[src/rtl/ir_pulse_capture.sv]
module ir_pulse_capture #(
  parameter int CNT_W = 32,
  parameter int CLK_DIV = 64,
  parameter logic [CNT_W-1:0] CNT_MAX = CNT_W'(32'h7FFF_FFFE)
) (
  input  logic             clk,
  input  logic             rst_n,
  input  logic             en,
  input  logic             ir_in,
  input  logic [CNT_W-1:0] timeout_us,
  output logic             rec_valid,
  output logic             rec_level,
  output logic [CNT_W-1:0] rec_width,
  output logic             frame_end
);
  localparam int DIV_W = (CLK_DIV > 1) ? $clog2(CLK_DIV) : 1;
  localparam logic [DIV_W-1:0] DIV_LAST = DIV_W'(CLK_DIV - 1);

  logic [2:0]       sync_q;
  logic [DIV_W-1:0] div_q;
  logic [CNT_W-1:0] cnt_q, fall_cap_q;
  logic             armed_q;

  wire line = sync_q[1];
  wire rise = en &  line & ~sync_q[2];
  wire fall = en & ~line &  sync_q[2];
  wire tick = (div_q == DIV_LAST);
  wire hit  = en & armed_q & (timeout_us != '0) & (cnt_q == timeout_us);

  always_ff @(posedge clk or negedge rst_n)
    if (!rst_n) sync_q <= 3'b111;
    else        sync_q <= {sync_q[1:0], ir_in};

  always_ff @(posedge clk or negedge rst_n)
    if (!rst_n) begin
      div_q <= '0;
      cnt_q <= '0;
    end else if (!en || rise) begin
      div_q <= '0;
      cnt_q <= '0;
    end else if (tick) begin
      div_q <= '0;
      cnt_q <= (cnt_q == CNT_MAX) ? '0 : cnt_q + 1'b1;
    end else begin
      div_q <= div_q + 1'b1;
    end

  always_ff @(posedge clk or negedge rst_n)
    if (!rst_n)    fall_cap_q <= '0;
    else if (!en)  fall_cap_q <= '0;
    else if (fall) fall_cap_q <= cnt_q;

  always_ff @(posedge clk or negedge rst_n)
    if (!rst_n)                  armed_q <= 1'b1;
    else if (!en || rise || fall) armed_q <= 1'b1;
    else if (hit)                armed_q <= 1'b0;

  always_ff @(posedge clk or negedge rst_n)
    if (!rst_n) begin
      rec_valid <= 1'b0;
      rec_level <= 1'b0;
      rec_width <= '0;
      frame_end <= 1'b0;
    end else begin
      rec_valid <= rise | fall;
      frame_end <= hit & line;
      if (rise | fall) begin
        rec_level <= rise;
        rec_width <= rise ? cnt_q - fall_cap_q : cnt_q;
      end
    end
endmodule

[config.mk]
export PLATFORM = sky130hd
export DESIGN_NAME = ir_pulse_capture
export DESIGN_NICKNAME = d
export VERILOG_FILES = /design/src/rtl/ir_pulse_capture.sv
export SDC_FILE = /design/constraint.sdc
export NUM_CORES = 1
export LEC_CHECK = 0
export BUFFER_PORTS_ARGS = -buffer_cell sky130_fd_sc_hd__buf_2
export CAP_MARGIN = 0
export CORE_MARGIN = 10
export CORE_UTILIZATION = 60
export DETAILED_ROUTE_END_ITERATION = 8
export PLACE_DENSITY = 0.81
export SYNTH_ARGS = -nofsm -noshare
export SYNTH_HDL_FRONTEND = slang
export SYNTH_SLANG_ARGS = --single-unit
[constraint.sdc]
create_clock -name clk -period 3.83 [get_ports clk]
set_input_delay 0.383 -clock clk [delete_from_list [all_inputs] [get_ports clk]]
set_output_delay 0.383 -clock clk [all_outputs]
set_load 0.05 [all_outputs]
==> results list, run 1 <==
- The flow ran to the end, and the final reports show no timing, DRC or antenna violations.
* Post-layout min period: 3.483 ns
- Setup repair after global routing left no endpoint under its margin.
* Synth area leader: sky130_fd_sc_hd__dfrtp_1
* Core box area: 11,420 µm²
- Entering global routing, the biggest net connects 80 pins.
* Number of hold-slack violations in the final timing report: 0
* Via count of the first global-routing pass: about 6,000
- For the pin with the worst max-slew slack, the measured transition is 1.017 ns.
* Worst setup skew after layout: between 0.008 and 0.009 ns
- Across the run, the number of max-cap violations was 0.
* Summed instance area of the synthesized netlist: ~7000 µm²
- Largest buffer count on any clock path: 2
- In the final layout, the share of cells above drive strength 1 is 0.1550.
* Synthesis warning total: 0
- DRC violations left: 0
- Max H-tree Level: 3
- The share of total power dissipated in the clock network is 0.384.
* Die width: between 100 and 150 µm
- The initialized floorplan defines 39 standard-cell rows.
* Async set-or-reset flop fraction in the synthesized netlist: 1.000
* Crit path DAT: 3.72 ns
- The routed design has between 15,000 and 20,000 µm of wire.
- Counting instances, the worst hold path has a depth of 1.
- Setup slack on the worst reg-to-reg path comes out at 0.35 ns.
- Data on the critical path is required at its endpoint by 4.07 ns.
* Flip-flop and latch count after synthesis: 109
- Total Negative Setup Slacks: 0 ns
- Cts-stage hold buffer count: 0
- Number of cells upsized or downsized after cts: 0
- The die is around 130 µm tall.
* Sequential-to-total area share from yosys stat: 0.3906
- Vias per cell: between 6 and 7
- The cell count after synthesis came out at approximately 760.
- Summed over all nets, the half-perimeter wirelength after detailed placement is roughly 14,000 µm.
* Psw: about 0.58 mW
* Floorplan die area: between 15,000 and 20,000 µm²
* DRT antenna net count: 0
* Pre-CTS setup slack: around 0.42 ns
- Along the worst path, the maximum fanout reaches 9.
- The startpoint identified for the worst register-to-register timing path is cnt_q[0].
- Antenna diode instance count: 0
- Post-route clock period utilization: 0.9095
* Int Power: roughly 1.7 mW
- Averaged over all synthesized cells, the footprint is ~9.2 µm².
* VDD IR-drop max: between 0.3 and 0.4 mV
* Sinks on Clock Net: around 110
- The worst setup path is of the reg2reg kind.
- The startpoint identified for the worst hold timing path is ir_in.
* Clock transition time at the flip-flop clock pins of the worst setup and hold paths: approximately 0.07 ns
* Sort of element at the end of the critical path: flop
- Port buffering added 70 buffers.
* Combinational cell fraction of total power: 0.093
- Postcts setup bufs: 0
- The most used flip-flop cell after synthesis is sky130_fd_sc_hd__dfrtp_1.
* CP startpoint kind: flop
* Pre-antenna DRT Iters: 5
* Total global routing track utilization: 0.2421
- Layout Cells excl Fill: between 900 and 1,000
- The tree is rooted in a sky130_fd_sc_hd__clkbuf_16.
- Counting the buffers created by CTS gives 9.
* Count of final max-slew check failures: 0
- The initial utilization of the core area, before any placement, comes to 0.6128.
- The worst hold path terminates at sync_q[0].
* Final worst-path setup slack: approximately 0.35 ns
- From synthesis to final layout, the design area changed by 7.940%.
- Worst hold path class: in2reg
- The initial antenna violation count came to 0.
- Number of flops mapped to enable cells by yosys: 0
- Summing over every cut layer, the via total after detailed routing is slightly above 6,000.
- Final weighted congestion in routability-driven placement: 1.021
* Max transition margin: 0.3220
- Share of the core filled with cells: 0.6614
* Max Fclk: around 0.29 GHz
- Summed over all layers, the global routing overflow is 0.
- After synthesis, the cell types taking the most area are sky130_fd_sc_hd__dfrtp_1 (38%), sky130_fd_sc_hd__ha_1 (6.1%), sky130_fd_sc_hd__xor2_1 (6.0%).
- The share of total power dissipated in sequential elements is 0.523.
- Including well taps, the total number of placed cells is between 900 and 1,000.
* Fraction of power spent switching nets: 0.2599
- The later pin in the worst-skew pair is clocked with a latency of 0.36 ns.
- In the final design database the tool counted 879 nets.
* Total nets after synthesis: between 800 and 900
- Proportion of netlist area held by the largest area contributor: 0.3755
- For this block, the initial DRC count from the detailed router was approximately 670.
* WL/cell: 20.55 µm
- Leakage: 3.631 nW
* Cell Pwr Density: 297.6 nW/µm²
- Clock tree from TritonCTS: yes
- Distinct cell type count of the synthesized netlist: 75
- Final Setup Violations: 0
- FF-to-FF End: rec_width[30]
- The number of cells on the worst reg-to-reg path is 12.
- slightly above 70 I/O pins were placed.
* Wire length of the first global-routing pass: 31,640 µm
[cell families (layout without fill, tap and decap cells)]
family / count (synthesis) / count (layout) / share of synthesized area
AOI/OAI and AO/OA: 215 / 215 / 0.2073
DFF: 109 / 109 / 0.3906
muxes: 4 / 4 / 0.005901
adders and majority gates: 35 / 35 / 0.06366
and+or+nand+nor: 239 / 239 / 0.1747
buffers and inverters: 89 / 139 / 0.06778
xor gates and xnor gates: 72 / 72 / 0.09013
[synthesized netlist by cell type, types with 3 or more instances]
library cell               number
sky130_fd_sc_hd__o211ai_1       5
sky130_fd_sc_hd__nor2_1        59
sky130_fd_sc_hd__nand3_1       18
sky130_fd_sc_hd__a31oi_1       12
sky130_fd_sc_hd__a21o_1        16
sky130_fd_sc_hd__o21ai_1       10
sky130_fd_sc_hd__o21a_1         6
sky130_fd_sc_hd__or3_1          5
sky130_fd_sc_hd__a22o_1        22
sky130_fd_sc_hd__o31ai_1        5
sky130_fd_sc_hd__mux2i_1        3
sky130_fd_sc_hd__and2_1         4
sky130_fd_sc_hd__nand2_1       72
sky130_fd_sc_hd__o21ai_0       53
sky130_fd_sc_hd__a22oi_1       20
sky130_fd_sc_hd__dfrtp_1      105
sky130_fd_sc_hd__buf_2          3
sky130_fd_sc_hd__buf_4          3
sky130_fd_sc_hd__ha_1          34
sky130_fd_sc_hd__nor4_1        19
sky130_fd_sc_hd__nand4_1       14
sky130_fd_sc_hd__buf_6          6
sky130_fd_sc_hd__dfstp_2        4
sky130_fd_sc_hd__nand2b_1       4
sky130_fd_sc_hd__nor2b_1        6
sky130_fd_sc_hd__clkbuf_1      21
sky130_fd_sc_hd__or2_2          5
sky130_fd_sc_hd__clkbuf_8       5
sky130_fd_sc_hd__o21bai_1       4
sky130_fd_sc_hd__a21oi_1       33
sky130_fd_sc_hd__a31o_2         3
sky130_fd_sc_hd__o22ai_1        3
sky130_fd_sc_hd__xnor2_1       24
sky130_fd_sc_hd__xor2_1        48
sky130_fd_sc_hd__inv_1         46
sky130_fd_sc_hd__and3_1         6
sky130_fd_sc_hd__nor3_1         9
[through the flow]
| stage | hold slack (ns) | cell area, µm² | total power, mW |
|---|---|---|---|
| 4_1_cts | 0.1103 | 7552 | 2.263 |
| 2_1_floorplan | 0.08741 | 6997 | 1.309 |
| 3_5_place_dp | 0.3495 | 7291 | 1.406 |
| 6_report | 0.1207 | 7552 | 2.248 |
| 5_1_grt | 0.1112 | 7552 | 2.323 |
| 3_3_place_gp | 0.3460 | 7291 | 1.402 |
[flip-flops by register name, summed over array words and instances (netlist names)]
| signal | cells |
|---|---|
| rec_valid | 1 |
| rec_level | 1 |
| rec_width | 32 |
| frame_end | 1 |
| fall_cap_q | 32 |
| div_q | 6 |
| sync_q | 3 |
| armed_q | 1 |
| cnt_q | 32 |
[cell type report]
| cell class | instances | area [µm²] |
|---|---|---|
| Clock inverter | 3 | 21.27 |
| Sequential cell | 109 | 2733 |
| Tap cell | 143 | 178.9 |
| Multi-Input combinational cell | 565 | 3801 |
| Timing Repair Buffer | 77 | 405.4 |
| Clock buffer | 13 | 240.2 |
| Inverter | 46 | 172.7 |
| Fill cell | 933 | 3866 |
[power by group through the flow]
stage / Combinational (mW) / Sequential, mW / Clock, mW
2_1_floorplan: 0.0716 / 1.24 / 0
3_3_place_gp: 0.206 / 1.20 / 0
3_5_place_dp: 0.209 / 1.20 / 0
4_1_cts: 0.209 / 1.17 / 0.879
5_1_grt: 0.227 / 1.18 / 0.921
6_report: 0.209 / 1.17 / 0.864
[critical path, stage by stage, from the launching register on]
cell,delay (ns)
sky130_fd_sc_hd__dfrtp_1,0.51
sky130_fd_sc_hd__inv_1,0.16
sky130_fd_sc_hd__ha_1,0.26
sky130_fd_sc_hd__fa_1,0.39
sky130_fd_sc_hd__nor2b_1,0.16
sky130_fd_sc_hd__o21ai_0,0.12
sky130_fd_sc_hd__a21boi_1,0.37
sky130_fd_sc_hd__o211ai_1,0.26
sky130_fd_sc_hd__o211a_1,0.35
sky130_fd_sc_hd__o22ai_1,0.33
sky130_fd_sc_hd__o31a_1,0.19
sky130_fd_sc_hd__mux2i_1,0.18
sky130_fd_sc_hd__nand3_1,0.09
[worst max-delay path by stage]
stage	startpoint	endpoint	slack [ns]	depth (start not counted)
floorplan	cnt_q[0]	rec_width[30]	0.95	13
global placement	cnt_q[0]	rec_width[30]	0.55	12
detailed placement	cnt_q[0]	rec_width[30]	0.42	12
CTS	cnt_q[0]	rec_width[30]	0.39	12
global route	cnt_q[0]	rec_width[30]	0.12	12
finish	cnt_q[0]	rec_width[30]	0.35	12
[layout by cell type, fill, tap and decap left out, types with 8 or more instances in the layout]
cell type	instances
sky130_fd_sc_hd__a21o_1	16
sky130_fd_sc_hd__a21oi_1	33
sky130_fd_sc_hd__nand2_1	72
sky130_fd_sc_hd__nand4_1	14
sky130_fd_sc_hd__o21ai_0	53
sky130_fd_sc_hd__xnor2_1	24
sky130_fd_sc_hd__o21ai_1	10
sky130_fd_sc_hd__nand3_1	18
sky130_fd_sc_hd__nor3_1	9
sky130_fd_sc_hd__a22o_1	22
sky130_fd_sc_hd__ha_1	34
sky130_fd_sc_hd__buf_2	69
sky130_fd_sc_hd__a22oi_1	20
sky130_fd_sc_hd__inv_1	46
sky130_fd_sc_hd__nor4_1	19
sky130_fd_sc_hd__dfrtp_1	105
sky130_fd_sc_hd__clkbuf_16	9
sky130_fd_sc_hd__buf_4	8
sky130_fd_sc_hd__a31oi_1	12
sky130_fd_sc_hd__xor2_1	48
sky130_fd_sc_hd__nor2_1	57
[per-layer routing]
layer	track usage	wire length [µm]
met3	0.05997	1554
met1	0.3119	8201
met5	0	0
met2	0.3909	9601
met4	0.07748	284
(Power assumes the default switching activity.)
==> run 2, diff against run 1 <==
MAX_ROUTING_LAYER = met4   (was unset)
==> run 2 against run 1 <==
Effect of this change:
- critical path depth stayed put
- clock skew down 0.00055 ns
- global-route usage rose by 0.64 points
- largest power group unchanged
==> results list, run 2 (synthesis gave the netlist of run 1 again) <==
- Measured on the finished design, the core utilization comes to 0.6610.
- Count of final max-slew check failures: 0
- For this run, design rule violations remaining after detail routing come to 0.
- In the final design database the tool counted 877 nets.
- Pre-antenna DRT Iters: 5
* Count of vias placed by the detailed router: 6,169
* Status: finished clean
- Global route overflow: 0
* CP startpoint kind: flop
- Across every metal layer, demand over resource in global routing totals 0.2485.
* Total Negative Setup Slacks: 0 ns
- The largest registers in the layout are cnt_q (32), fall_cap_q (32), rec_width (32).
- Of the total power, the share spent switching nets is 0.2570.
- Summed over all nets, the half-perimeter wirelength after detailed placement is 14,470 µm.
- The total count of hold-check failures in the final report is 0.
- Worst setup skew after layout: just under 0.008 ns
- Dividing the detail-routed via count by the number of cells gives around 6.5.
- Based on the critical path, the design can be clocked at up to around 0.28 GHz.
- Measured against its own limit, the worst slew margin works out to 0.3163.
- Largest buffer count on any clock path: 2
- Setup repair after global routing left no endpoint under its margin.
- For this design the static power due to leakage is ~3.6 nW.
* Leading cell types in the layout, fill and taps excluded: sky130_fd_sc_hd__dfrtp_1 (105), sky130_fd_sc_hd__nand2_1 (72), sky130_fd_sc_hd__buf_2 (69)
* Crit path DAT: around 3.8 ns
- Buffers added to address setup during post-CTS repair amount to 0.
- The worst setup path is of the reg2reg kind.
- Clock transition time at the flip-flop clock pins of the worst setup and hold paths: ~0.07 ns
- The internal power of the cells totals about 1.7 mW.
- After the first detailed-routing iteration, the DRC count stood at 605.
* WL/cell: ~21 µm
- In this run the power spent charging and discharging nets is roughly 0.58 mW.
* Critical Path RT: around 4.1 ns
* Clock Tree Root: sky130_fd_sc_hd__clkbuf_16
* Sort of element at the end of the critical path: flop
- Of the total power, combinational logic draws 0.093.
* Ratio of cells with drive above 1 in the final layout: 0.1541
* Leading cell type in the layout, fill and taps excluded: sky130_fd_sc_hd__dfrtp_1
* Die Ht: between 100 and 150 µm
- Hold path startpoint: ir_in
- Latest clock arrival within the worst-skew pair: 0.36 ns
- The worst register-to-register path begins at cnt_q[0].
- TritonCTS built the clock tree.
* Count of standard-cell rows: 39
- Initial core utilization: 0.6128
- In this run the cell area measured after placement is a little over 7000 µm².
- Number of antenna violations at the first check in global routing: 0
- The worst hold path belongs to the class in2reg.
- Number of cells upsized or downsized after cts: 0
- In this run, CTS created clock tree buffers numbering 9.
- Minimum hold slack: 0.1232 ns
- Via count of the first global-routing pass: around 6,000
- Cell Pwr Density: 299.6 nW/µm²
- The H-tree was split into 3 levels.
- Clock power share: 0.387
* Drt total wl: between 15,000 and 20,000 µm
- In this run the standard cell core region covers approximately 11,000 µm².
* Floorplan die area: 16,380 µm²
* Wire length of the first global-routing pass: ~32,000 µm
* Maximum number of pins on one net before global-route repair: 80
- Measured along the x axis, the die boundary spans between 100 and 150 µm.
* Final weighted congestion in routability-driven placement: between 1 and 1.5
- IR analysis of the VDD net gives a maximum drop of approximately 0.30 mV.
- From synthesis to final layout, the design area changed by 7.868%.
- In this run the worst path has a maximum fanout of 9.
* Measured slew at the worst slew-check pin: 1.026 ns
- With fillers left out, the area of the finished cells amounts to 7547 µm².
- Sinks on Clock Net: approximately 110
- DRT antenna net count: 0
- The tool flagged a number of max-cap violations equal to 0.
- For the finished layout, the period the worst path requires is 3.531 ns.
- Buffers inserted to repair hold after CTS numbered 0.
* Relative contribution of sequential cells to total power: 0.520
- Boundary Pins: 71
- Of the available clock period, the critical path in the final layout requires 0.9219.
* Final Setup Violations: 0
- The repair_antennas step left the layout with diodes totalling 0.
- Input and output buffers added on the ports amount to 70.
- Crit path from: cnt_q[0]
==> run 2: cell count changes in the layout (fill, tap and decap cells not counted), sizes merged <==
cell and change:
buf -2, clkinv +1, inv -1
==> run 2: area by class of cell <==
type	instances	area, µm²
Fill cell	970	3871
Multi-Input combinational cell	565	3801
Sequential cell	109	2733
Timing Repair Buffer	75	390.4
Clock buffer	13	250.2
Tap cell	143	178.9
Inverter	46	172.7
Clock inverter	3	21.27
==> run 2: worst paths after layout <==
check                                 endpoint  slack, ns  cells after the start
max in group asynchronous       fall_cap_q[11]       2.81                      2
worst max register to register   rec_width[30]       0.30                     12
min in group asynchronous        rec_width[18]       0.18                      1
worst max-delay path             rec_width[30]       0.30                     12
worst min register to register       sync_q[1]       0.36                      0
worst min-delay path                 sync_q[0]       0.12                      1
==> run 2: power by group through the flow <==
stage	clock, mW	combinational [mW]	sequential (mW)
2_1_floorplan	0	0.0716	1.24
3_3_place_gp	0	0.207	1.20
6_report	0.876	0.210	1.18
4_1_cts	0.898	0.210	1.17
3_5_place_dp	0	0.209	1.20
5_1_grt	0.931	0.225	1.18
==> run 2: routing by layer <==
layer / GRT usage / vias up / share of wire
met1: 0.3212 / 3020 / 0.43
met4: 0.09205 / 0 / 0.026
li1: - / 2808 / -
met3: 0.04839 / 39 / 0.075
met2: 0.3797 / 302 / 0.47
met5: - / - / 0
==> run 2: worst max-delay path: stages, from the launching register on <==
cell and delay [ns]:
sky130_fd_sc_hd__dfrtp_1 0.51, sky130_fd_sc_hd__inv_1 0.15, sky130_fd_sc_hd__ha_1 0.25, sky130_fd_sc_hd__fa_1 0.38
sky130_fd_sc_hd__nor2b_1 0.16, sky130_fd_sc_hd__o21ai_0 0.12, sky130_fd_sc_hd__a21boi_1 0.38, sky130_fd_sc_hd__o211ai_1 0.27
sky130_fd_sc_hd__o211a_1 0.36, sky130_fd_sc_hd__o22ai_1 0.38, sky130_fd_sc_hd__o31a_1 0.19, sky130_fd_sc_hd__mux2i_1 0.18
sky130_fd_sc_hd__nand3_1 0.08
==> run 2: metrics by stage <==
| stage | setup slack, ns | power [mW] | cells |
|---|---|---|---|
| after floorplan | 0.9542 | 1.309 | 763 |
| after global placement | 0.5139 | 1.403 | 938 |
| after detailed placement | 0.4104 | 1.407 | 938 |
| after CTS | 0.4004 | 2.282 | 954 |
| after global routing | 0.1311 | 2.333 | 954 |
| final | 0.2992 | 2.261 | 954 |
==> run 3, diff against run 2 <==
CORE_UTILIZATION = 65   (was 60)
PLACE_DENSITY = 0.87   (was 0.81)
clock period = 4.5 ns   (was 3.83 ns; I/O delays follow)
==> run 3 against run 2 <==
Effect of this change:
- largest cell class unchanged
- sequential share of layout area up 0.26 points
- clock power down 21%
- critical endpoint unchanged
- critical path type unchanged
- global-route usage up 1.8 points
==> results list, run 3 (synthesis gave the netlist of run 1 again) <==
* Status: finished clean
- Using the TritonRoute via totals, the vias-per-cell ratio works out to approximately 6.5.
* Pre-antenna DRT Iters: 8
- Final Setup Violations: 0
- Number of cells upsized or downsized after cts: 0
- Number of nets at the end of the flow: ~880
- The largest single stage delay on the critical path is between 0.5 and 0.6 ns.
* Delay-heaviest family, CP: compound AO/OA/AOI/OAI gates
- The tree built by TritonCTS fans out to ~110 sinks.
* Initial core utilization: 0.6717
- VDD IR-drop max: about 0.26 mV
* Total placed cells including tap cells: 931
* Crit path from: cnt_q[0]
- Final design area excluding fillers: 7493 µm²
- Setup repair after global routing missed its margin: false
* Critical Path RT: 4.77 ns
* Count of vias placed by the detailed router: just over 6,000
- Largest buffer count on any clock path: 2
- For this run, design rule violations remaining after detail routing come to 0.
- Leaving out fill and tap cells, the most frequent cell in the layout is sky130_fd_sc_hd__dfrtp_1.
* Minimum hold slack: between 0.1 and 0.15 ns
- In the finished design, the share of the clock period the worst path needs comes to 0.7830.
- Together, buffers and inverters on the worst path number 1.
- CP startpoint kind: flop
* P&R area growth vs syn: 7.099%
* Boundary Pins: 71
* Core box area: 10,420 µm²
- Reg-to-reg startpoint: cnt_q[0]
- Ratio of cells with drive above 1 in the final layout: 0.1578
- Worst setup skew after layout: ~0.018 ns
* Crit path DAT: 3.79 ns
* Category of the critical setup timing path: reg2reg
- Pre-CTS setup slack: approximately 1.1 ns
- Number of hold-slack violations in the final timing report: 0
- The worst setup path is captured at a flop.
- Total Negative Setup Slacks: 0 ns
- Drt total wl: approximately 20,000 µm
- The H-tree generated during clock tree synthesis spans 3 levels.
- Port Buf Inserts: 70
- The number of slew-limit violations in the final report was 0.
* Die Ht: around 120 µm
- Max-cap violations in this run came to 0.
* Wire length of the first global-routing pass: 31,180 µm
- In the final routed layout, each cell accounts on average for just over 20 µm.
- Final weighted congestion in routability-driven placement: around 1.0
* Number of antenna violations at the first check in global routing: 0
* Total global routing track utilization: 0.2666
- Clock transition time at the flip-flop clock pins of the worst setup and hold paths: about 0.10 ns
- Worst hold path class: in2reg
* Cell breakdown of the critical path: inv_1, ha_1, fa_1, nor2b_1, o21ai_0, a21boi_1, o211ai_1, o211a_1, o22ai_1, o31a_1, mux2i_1, nand3_1
- Post-layout min period: around 3.5 ns
* Final worst-path setup slack: 0.9766 ns
- For this run, the top clock speed supported by timing is about 0.28 GHz.
- Top flop regs: cnt_q (32), fall_cap_q (32), rec_width (32)
- Postcts setup bufs: 0
* First-iteration detailed-routing DRC count: 509
- Clock tree from TritonCTS: yes
- Overall power consumption after layout is estimated at roughly 1.9 mW.
* Clock Tree Root: sky130_fd_sc_hd__clkbuf_8
* Layout Cells excl Fill: 947
- The detail route stage leaves a number of antenna-violating nets equal to 0.
- Headroom to the max-slew limit came out at 0.3570.
- In this run the power density over the cells is 249.3 nW/µm².
- For the pin with the worst max-slew slack, the measured transition is 0.9609 ns.
* Count of standard-cell rows: 37
- The die is 123.8 µm wide.
* Hold path startpoint: ir_in
* Number of buffers inserted during clock tree synthesis: 9
* Share of the core filled with cells: 0.7194
- Leakage: 3.608 nW
- Maximum number of pins on one net before global-route repair: around 70
* Latest clock arrival within the worst-skew pair: about 0.4 ns
- Total cell area at the placement stage: roughly 7300 µm²
- For this design, the slowest cell found on the critical path is sky130_fd_sc_hd__dfrtp_1.
- The via count of the first global-routing pass came to between 6,000 and 7,000.
* Global route overflow: 0
* Detailed-placement wirelength estimate: ~14,000 µm
* CP Max Fanout: 9
- Leading cell types in the layout, fill and taps excluded: sky130_fd_sc_hd__dfrtp_1 (105), sky130_fd_sc_hd__nand2_1 (72), sky130_fd_sc_hd__buf_2 (69)
* Cts-stage hold buffer count: 0
- The die covers around 15,000 µm².
- Antenna diode instance count: 0
## run 3: cell types whose count changed in the layout (fill, tap and decap cells not counted)
cell                        previous run  this run
sky130_fd_sc_hd__clkbuf_16             9         0
sky130_fd_sc_hd__clkbuf_8              1        10
sky130_fd_sc_hd__clkbuf_1              3         0
sky130_fd_sc_hd__bufinv_16             0         2
sky130_fd_sc_hd__inv_6                 0         2
sky130_fd_sc_hd__clkinv_2              1         0
sky130_fd_sc_hd__nor2_2                1         2
sky130_fd_sc_hd__nor2_4                2         1
## run 3: where the power goes
group          total (mW)  switching, mW  internal (mW)
logic               0.180          0.135         0.0449
clock network       0.689          0.355          0.334
registers            1.00        0.00720          0.993
total                1.87          0.497           1.37
## run 3: final cells by class
| class | count | area [µm²] |
|---|---|---|
| multi-input combinational | 565 | 3796 |
| sequential | 109 | 2733 |
| fill | 805 | 2923 |
| timing repair buffer | 75 | 390.4 |
| clock buffer | 10 | 137.6 |
| inverter | 46 | 172.7 |
| clock inverter | 6 | 93.84 |
| tap | 136 | 170.2 |
## run 3: final timing paths
kind	end	slack, ns	cells past startpoint
max	rec_width[30]	0.98	12
min reg2reg	sync_q[1]	0.36	0
min in group asynchronous	rec_level	0.19	1
max reg2reg	rec_width[30]	0.98	12
max in group asynchronous	armed_q	3.22	2
min	sync_q[0]	0.15	1
## run 3: per-layer routing
layer,track usage,up-vias,wire length [µm]
li1,-,2819,-
met1,0.3193,2977,8086
met2,0.4255,289,9239
met4,0.1164,0,690
met5,-,-,0
met3,0.05792,54,1521
## run 3: worst reg2reg max path, cell delays in order (launching register included)
cell and delay [ns]:
sky130_fd_sc_hd__dfrtp_1 0.51, sky130_fd_sc_hd__inv_1 0.15, sky130_fd_sc_hd__ha_1 0.26, sky130_fd_sc_hd__fa_1 0.40, sky130_fd_sc_hd__nor2b_1 0.16, sky130_fd_sc_hd__o21ai_0 0.11, sky130_fd_sc_hd__a21boi_1 0.36, sky130_fd_sc_hd__o211ai_1 0.26
sky130_fd_sc_hd__o211a_1 0.35, sky130_fd_sc_hd__o22ai_1 0.37, sky130_fd_sc_hd__o31a_1 0.20, sky130_fd_sc_hd__mux2i_1 0.18, sky130_fd_sc_hd__nand3_1 0.08
